===== config.mk =====
export PLATFORM = sky130hd
export DESIGN_NAME = burst_sram
export DESIGN_NICKNAME = d
export VERILOG_FILES = /design/src/rtl/burst_sram_pkg.sv /design/src/rtl/burst_ctrl.sv /design/src/rtl/req_stage.sv /design/src/rtl/sram_core.sv /design/src/rtl/burst_sram.sv
export SDC_FILE = /design/constraint.sdc
export NUM_CORES = 2
export LEC_CHECK = 0
export ABC_AREA = 0
export CORE_UTILIZATION = 59
export CTS_BUF_LIST = sky130_fd_sc_hd__clkbuf_8
export CTS_CLUSTER_DIAMETER = 50
export DETAILED_ROUTE_END_ITERATION = 7
export PLACE_DENSITY = 0.75
export SYNTH_ARGS = -nofsm -noshare
export SYNTH_HDL_FRONTEND = slang
export SYNTH_HIERARCHICAL = 1
export SYNTH_SLANG_ARGS = --single-unit
export TNS_END_PERCENT = 5

===== constraint.sdc =====
create_clock -name clk -period 6.8 [get_ports clk]
set_input_delay 0.68 -clock clk [delete_from_list [all_inputs] [get_ports clk]]
set_output_delay 0.68 -clock clk [all_outputs]
set_load 0.01 [all_outputs]

===== src/rtl/burst_sram_pkg.sv =====
package burst_sram_pkg;
  // low two address bits of a burst beat, linear or interleaved
  function automatic logic [1:0] beat_lo(input logic [1:0] start,
                                         input logic [1:0] beat,
                                         input logic       ilv);
    return ilv ? (start ^ beat) : (start + beat);
  endfunction
endpackage


===== src/rtl/burst_ctrl.sv =====
module burst_ctrl
  import burst_sram_pkg::*;
#(
  parameter int ADDR_W = 6
) (
  input  logic              clk,
  input  logic              rst_n,
  input  logic              sleep_i,
  input  logic              cs_i,
  input  logic              strb_a_i,
  input  logic              strb_b_i,
  input  logic              adv_i,
  input  logic              ilv_i,
  input  logic [ADDR_W-1:0] addr_i,
  output logic              acc_o,
  output logic [ADDR_W-1:0] acc_addr_o
);
  localparam int HI_W = ADDR_W - 2;

  logic              act_q, act_d;
  logic [1:0]        cnt_q, cnt_d;
  logic [ADDR_W-1:0] base_q, base_d;
  logic              load, start, step;
  logic [1:0]        nxt_beat;

  always_comb begin
    load     = !sleep_i && (strb_a_i || strb_b_i);
    start    = load && cs_i;
    step     = !sleep_i && !load && act_q && adv_i;
    nxt_beat = cnt_q + 2'd1;

    act_d  = act_q;
    cnt_d  = cnt_q;
    base_d = base_q;
    if (sleep_i) begin
      act_d = 1'b0;
    end else if (load) begin
      act_d = cs_i;
    end
    if (start) begin
      cnt_d  = 2'd0;
      base_d = addr_i;
    end else if (step) begin
      cnt_d = nxt_beat;
    end

    acc_o = start || step;
    if (start) begin
      acc_addr_o = addr_i;
    end else begin
      acc_addr_o = {base_q[ADDR_W-1 -: HI_W], beat_lo(base_q[1:0], nxt_beat, ilv_i)};
    end
  end

  always_ff @(posedge clk or negedge rst_n) begin
    if (!rst_n) begin
      act_q  <= 1'b0;
      cnt_q  <= '0;
      base_q <= '0;
    end else begin
      act_q  <= act_d;
      cnt_q  <= cnt_d;
      base_q <= base_d;
    end
  end
endmodule


===== src/rtl/req_stage.sv =====
module req_stage #(
  parameter int ADDR_W = 6,
  parameter int NBYTES = 4,
  parameter int BYTE_W = 8
) (
  input  logic                     clk,
  input  logic                     rst_n,
  input  logic                     acc_i,
  input  logic [ADDR_W-1:0]        acc_addr_i,
  input  logic                     gwr_i,
  input  logic                     bwen_i,
  input  logic [NBYTES-1:0]        bsel_i,
  input  logic [NBYTES*BYTE_W-1:0] wdata_i,
  output logic                     vld_o,
  output logic                     wr_o,
  output logic [ADDR_W-1:0]        addr_o,
  output logic [NBYTES-1:0]        be_o,
  output logic [NBYTES*BYTE_W-1:0] wdata_o
);
  logic [NBYTES-1:0] be_d;

  always_comb begin
    if (gwr_i) begin
      be_d = '1;
    end else if (bwen_i) begin
      be_d = bsel_i;
    end else begin
      be_d = '0;
    end
  end

  always_ff @(posedge clk or negedge rst_n) begin
    if (!rst_n) begin
      vld_o <= 1'b0;
    end else begin
      vld_o <= acc_i;
    end
  end

  always_ff @(posedge clk or negedge rst_n) begin
    if (!rst_n) begin
      wr_o    <= 1'b0;
      addr_o  <= '0;
      be_o    <= '0;
      wdata_o <= '0;
    end else if (acc_i) begin
      wr_o    <= |be_d;
      addr_o  <= acc_addr_i;
      be_o    <= be_d;
      wdata_o <= wdata_i;
    end
  end
endmodule


===== src/rtl/sram_core.sv =====
module sram_core #(
  parameter int ADDR_W = 6,
  parameter int NBYTES = 4,
  parameter int BYTE_W = 8
) (
  input  logic                     clk,
  input  logic                     rst_n,
  input  logic                     vld_i,
  input  logic                     wr_i,
  input  logic [ADDR_W-1:0]        addr_i,
  input  logic [NBYTES-1:0]        be_i,
  input  logic [NBYTES*BYTE_W-1:0] wdata_i,
  output logic                     rd_vld_o,
  output logic [NBYTES*BYTE_W-1:0] rdata_o
);
  localparam int DEPTH = 1 << ADDR_W;

  logic rd_en;
  assign rd_en = vld_i && !wr_i;

  always_ff @(posedge clk or negedge rst_n) begin
    if (!rst_n) begin
      rd_vld_o <= 1'b0;
    end else begin
      rd_vld_o <= rd_en;
    end
  end

  for (genvar b = 0; b < NBYTES; b++) begin : g_lane
    logic [BYTE_W-1:0] mem [DEPTH];

    always_ff @(posedge clk) begin
      if (vld_i && be_i[b]) begin
        mem[addr_i] <= wdata_i[b*BYTE_W +: BYTE_W];
      end
    end

    always_ff @(posedge clk or negedge rst_n) begin
      if (!rst_n) begin
        rdata_o[b*BYTE_W +: BYTE_W] <= '0;
      end else if (rd_en) begin
        rdata_o[b*BYTE_W +: BYTE_W] <= mem[addr_i];
      end
    end
  end
endmodule


===== src/rtl/burst_sram.sv =====
module burst_sram #(
  parameter int ADDR_W = 6,
  parameter int NBYTES = 4,
  parameter int BYTE_W = 8
) (
  input  logic                     clk,
  input  logic                     rst_n,
  input  logic                     sleep_i,
  input  logic                     cs_i,
  input  logic                     strb_a_i,
  input  logic                     strb_b_i,
  input  logic                     adv_i,
  input  logic                     ilv_i,
  input  logic [ADDR_W-1:0]        addr_i,
  input  logic                     gwr_i,
  input  logic                     bwen_i,
  input  logic [NBYTES-1:0]        bsel_i,
  input  logic [NBYTES*BYTE_W-1:0] wdata_i,
  input  logic                     oe_i,
  output logic [NBYTES*BYTE_W-1:0] rdata_o,
  output logic                     rd_drive_o
);
  localparam int DATA_W = NBYTES * BYTE_W;

  logic              acc;
  logic [ADDR_W-1:0] acc_addr;
  logic              s1_vld, s1_wr;
  logic [ADDR_W-1:0] s1_addr;
  logic [NBYTES-1:0] s1_be;
  logic [DATA_W-1:0] s1_wdata;
  logic              rd_vld;
  logic [DATA_W-1:0] rd_word;

  burst_ctrl #(.ADDR_W(ADDR_W)) u_ctrl (
    .clk(clk), .rst_n(rst_n), .sleep_i(sleep_i), .cs_i(cs_i),
    .strb_a_i(strb_a_i), .strb_b_i(strb_b_i), .adv_i(adv_i), .ilv_i(ilv_i),
    .addr_i(addr_i), .acc_o(acc), .acc_addr_o(acc_addr)
  );

  req_stage #(.ADDR_W(ADDR_W), .NBYTES(NBYTES), .BYTE_W(BYTE_W)) u_req (
    .clk(clk), .rst_n(rst_n), .acc_i(acc), .acc_addr_i(acc_addr),
    .gwr_i(gwr_i), .bwen_i(bwen_i), .bsel_i(bsel_i), .wdata_i(wdata_i),
    .vld_o(s1_vld), .wr_o(s1_wr), .addr_o(s1_addr), .be_o(s1_be),
    .wdata_o(s1_wdata)
  );

  sram_core #(.ADDR_W(ADDR_W), .NBYTES(NBYTES), .BYTE_W(BYTE_W)) u_core (
    .clk(clk), .rst_n(rst_n), .vld_i(s1_vld), .wr_i(s1_wr), .addr_i(s1_addr),
    .be_i(s1_be), .wdata_i(s1_wdata), .rd_vld_o(rd_vld), .rdata_o(rd_word)
  );

  always_comb begin
    rd_drive_o = rd_vld && oe_i;
    rdata_o    = rd_drive_o ? rd_word : '0;
  end
endmodule


# Word-level counts from Yosys, hierarchy flattened

Memory sizes are Yosys's and may differ from the RTL's. A register that Yosys moved wholly into a read port is not among the register bits.
Index checks and enable logic that the tools add are counted.

Multiplexer cells: 17
Add/sub/neg operators: 2
Bitwise operators: 1
Reduce and logical (&&, ||, !) cells: 23

Operators by type and width:

| cell                                                           | count |
|---|---|
| 32-bit two-way mux                                             | 1 |
| 1-bit logical AND                                              | 11 |
| 1-bit two-way mux                                              | 10 |
| 4-bit two-way mux                                              | 2 |
| 1-bit zero test                                                | 7 |
| 2-bit two-way mux                                              | 3 |
| 6-bit two-way mux                                              | 1 |
| 2-bit nonzero test                                             | 2 |
| 4-bit OR reduction                                             | 1 |
| 2-bit by 1-bit adder with 2-bit output (second input constant) | 1 |
| 2-bit adder                                                    | 1 |
| 1-bit logical OR                                               | 2 |
| 2-bit bitwise XOR                                              | 1 |

Output and inout bits: 33
Memory bits (writable): 2048
Logic and storage cells: 56
Register bits after elaboration: 54
Input bits: 53
Memories: 4

Memory list:

| name                 | words | bits a word | rd ports | clocked after memory_dff | write ports | line            | text |
|---|---|---|---|---|---|---|---|
| u_core.g_lane[0].mem | 64    | 8           | 1        | 1                        | 1           | sram_core.sv:30 | `logic [BYTE_W-1:0] mem [DEPTH];` |
| u_core.g_lane[1].mem | 64    | 8           | 1        | 1                        | 1           | sram_core.sv:30 |  |
| u_core.g_lane[2].mem | 64    | 8           | 1        | 1                        | 1           | sram_core.sv:30 |  |
| u_core.g_lane[3].mem | 64    | 8           | 1        | 1                        | 1           | sram_core.sv:30 |  |

# Depth between registers and ports, before layout

Depth in word-level cells: 8
Depth in mapped cells: 12

# Cells and area by module

Netlist, hierarchy kept.

By module, submodules not included:

| module     | cells each | area an instance (µm²) | seq. area each (µm²) | times used |
|---|---|---|---|---|
| sram_core  | 4466       | 81147.8                | 62324.8              | 1 |
| req_stage  | 103        | 1684.1                 | 1101.1               | 1 |
| burst_ctrl | 42         | 539.3                  | 225.2                | 1 |
| burst_sram | 39         | 265.3                  | 0.0                  | 1 |

# Worst setup path before layout

No wires, ideal clock.

Path kind: register -> register
Start: reg u_req.addr_o[2]
End: mem u_core.g_lane[0].mem[58][0] (enable)
Path buffers: 7
Slack: 4263 ps
Cell stages (with the launch flop): 9
Arrival: 2154 ps
Period minus slack after synthesis: 2537 ps
Data required time: 6417 ps
Cells stage by stage: dfrtp_1 > buf_6 > buf_6 > buf_4 > buf_2 > buf_4 > buf_2 > buf_2 > nor3_1

RTL lines:

| element                  | line            | text |
|---|---|---|
| start: declaration       | req_stage.sv:16 | `output logic [ADDR_W-1:0] addr_o,` |
| start signal: assignment | req_stage.sv:48 | `addr_o <= acc_addr_i;` |
| end: declaration         | sram_core.sv:30 |  |

No word-level cell before the write port.

# Final worst setup path

Start: reg u_req.addr_o[0]
End: mem u_core.g_lane[2].mem[26][0] (enable)

RTL lines:

| element          | line |
|---|---|
| end: declaration | sram_core.sv:30 |

No word-level cell before the write port.

==> results_dict.tcl <==
set metrics [dict create \
    status "completed" \
    place_inst 6404 \
    worstMarginPinSlew_ns 1.358 \
    core.rowCount 137 \
    worstSkewPairLatency_ns 1.08 \
    yosysTopAreaCell "edfxtp_1" \
    regArea_mm2 0.06370 \
    drt_iter0_markers 8525 \
    wirelength_mm 239.2 \
    nFillCells 9095 \
    clock_power_share_pct 28.9 \
    final-setup-viol-count 0 \
    yosysTopAreaCellShare_pct 73.53 \
    synth_fp_nets 4704 \
    cp_num_buf_inv 1 \
    cts_buffers 339 \
    syn_inst 4650 \
    worstSetupEndpoint "u_core/g_lane[2].mem[26][0]" \
    start_util_pct 59.72 \
    grt-ovfl-total 0 \
    r2r-start "u_req/addr_o[0]" \
    synth_xor_area_share_pct 0.03740 \
    port_buffers 85 \
    hold_violations 0 \
    async_reset_ff_share_pct 4.030 \
    setup_slack_ns 2.440 \
    worst-path-max-fanout 43 \
    core-area_mm2 0.1400 \
    ios 86 \
    dr.pass1.iters 6 \
    finClkSkew_ns 0.06596 \
    synth_compound_area_share_pct 8.056 \
    end_kind "flop" \
    synthSimpleGateAreaFrac_pct 3.417 \
    area_delta_synth_final_pct 10.19 \
    r2r_slack_ns 2.44 \
    ir_drop_mv 0.4675 \
    final_nets 4925 \
    power_mw 34.72 \
    synthAdderAreaFrac_pct 0.01496 \
    h-tree-depth 5 \
    first_global_vias 47670 \
    antenna_found_initial 6 \
    ctsResizeCount 0 \
    die_h_um 378.5 \
    fin_cells 6994 \
    gp_congestion 0.9465 \
    setup_tns_ns 0 \
    final_max_slew_viol_count 0 \
    ys_seq_area_share_pct 76.10 \
    seqPwrFrac_pct 45.3 \
    p_int_mw 23.14 \
    fin_hold_ws_ns 0.2633 \
    die_area_mm2 0.1433 \
    wl_per_cell_um 34.19 \
    antenna_left 0 \
    grt_util_met3_pct 10.57 \
    cp.depth 5 \
    ys_top_cells_by_area "edfxtp_1 (74%), mux4_2 (4.2%), mux2i_1 (2.8%), mux2_2 (2.8%), dfrtp_1 (2.6%)" \
    rsz0062_at_grt "no" \
    fin_crit_ns 4.360 \
    critPathLaunch "u_req/addr_o[0]" \
    synth-edff-count 2048 \
    cp_slowest_cell "nor2_2" \
    drc 0 \
    grt_max_degree 130 \
    synth_common_cells "edfxtp_1 (2048), nor2_1 (371), mux2i_1 (232)" \
    ys_warn_count 6 \
    ys_ff_latch 2134 \
    holdCritPathClass "input port to flop" \
    grt.busiest_layer "met2" \
    crit_type "flop to flop" \
    syn_avg_cell_area_um2 17.99 \
    synth_mux_area_share_pct 10.07 \
    fmax_mhz 229.4 \
    multi_input_area_mm2 0.01821 \
    reg2reg_depth 5 \
    yosysMostFrequentCell "edfxtp_1" \
    met2_usage_pct 50.07 \
    period_share_pct 64.11 \
    synth_top_flop_cell "edfxtp_1" \
    maxCapViolCount 0 \
    crit_chain "nand2b_2, buf_4, nor2_2, nand2_1, nor2_1" \
    cts_tree "yes" \
    synth_top_family_by_area "multiplexers" \
    synth_cell_types 83 \
    cts_num_sinks 2134 \
    cp.required_ns 7.45 \
    p_sw_share_pct 33.35 \
    netlist_area_mm2 0.08364 \
    hp-start "sleep_i" \
    crit_arrival_ns 5.01 \
    num_vias 49130 \
    p_per_area_mw_per_mm2 376.7 \
    p_sw_mw 11.58 \
    gr-usage-met1_pct 44.97 \
    root_buffer "clkbuf_8" \
    post-place-ws_ns 2.698 \
    crit_path_start_kind "flop" \
    grt_usage_pct 33.58 \
    crit_path_max_incr_delay_ns 0.92 \
    path_delay_family "simple AND/OR/NAND/NOR gates" \
    slew_headroom_pct 9.282 \
    power_leakage_nw 29.72 \
    viasPerCell 7.025 \
    clk_pin_slew_ns 0.07 \
    drive_above_1_share_pct 19.95 \
    die_x_um 378.5 \
    post_cts_buffers 0 \
    r2r-end "u_core/g_lane[2].mem[26][0]" \
    dp_hpwl_mm 138.1 \
    comb_power_share_pct 25.9 \
    cts_buffer_depth 4 \
    grt_pass1_wl_mm 339.2 \
]
==> registers in the layout (all words and copies together), names as in the netlist, 2 cells and up <==
register / count
u_ctrl/base_q: 6
u_req/be_o: 4
u_core/g_lane.mem: 2048
u_ctrl/cnt_q: 2
u_req/addr_o: 6
u_core/rdata_o: 32
u_req/wdata_o: 32
==> area by class of cell <==
class / instances / area share [%]
antenna: 6 / 0.01629
clock buffer: 359 / 5.361
clock inverter: 223 / 1.207
inverter: 7 / 0.03801
multi-input combinational: 2187 / 19.76
sequential: 2134 / 69.12
tap: 1876 / 2.547
timing repair buffer: 202 / 1.952
==> worst min path at each step <==
| stage | endpoint | depth (start not counted) |
|---|---|---|
| floorplan | u_core/rd_vld_o | 0 |
| global placement | u_ctrl/cnt_q[1] | 1 |
| detailed placement | u_core/rdata_o[24] | 1 |
| CTS | u_ctrl/act_q | 2 |
| global route | u_req/wdata_o[2] | 2 |
| finish | u_ctrl/act_q | 2 |
==> cell usage in the layout (no fill, tap or decap), drive strengths merged, types with 84 or more instances in the layout <==
| master | netlist | layout |
|---|---|---|
| nor2 | 377 | 377 |
| inv | 7 | 103 |
| o21ai | 108 | 108 |
| o22ai | 84 | 84 |
| mux2 | 222 | 222 |
| buf | 239 | 117 |
| clkinv | 0 | 115 |
| mux2i | 232 | 232 |
| clkbuf | 83 | 360 |
| mux4 | 157 | 157 |
| a21oi | 157 | 157 |
| a221oi | 161 | 161 |
| dfrtp | 86 | 86 |
| nand2 | 141 | 141 |
| a22oi | 152 | 152 |
| edfxtp | 2048 | 2048 |
==> power groups by stage <==
stage	combinational, mW	clock, mW	sequential, mW
floorplan	5.28	0	15.9
global placement	8.51	0	16.0
detailed placement	8.58	0	16.0
CTS	8.61	10.1	15.7
global route	9.07	10.6	15.7
finish	8.98	10.0	15.7
==> metrics by stage <==
step,cell area [um2],utilization (%)
floorplan,83640,-
global placement,86080,61.46
detailed placement,86080,61.46
CTS,92140,65.79
global route,92150,65.80
finish,92160,65.81
==> what timing repair did <==
item,4_1_cts,5_1_grt
hold endpoints to repair,40,0
hold buffers,1,0
endpoints found under the setup margin,0,0
==> kinds of logic after synthesis <==
kind of cell               Yosys count
buffers and inverters              329
DFF                               2134
adders and majority gates            1
muxes                              611
and+or+nand+nor                    648
xor gates and xnor gates             2
AOI/OAI and AO/OA                  925
==> metal layers <==
metal  wire, um  up-vias  part of all wire [%]
met3      35300      792                    15
met4      13490        2                   5.6
li1           -    19410                     -
met5         13        -                0.0054
met2     108300     4379                    45
met1      82090    24550                    34
No activity file was read; power rests on OpenSTA's default activity.
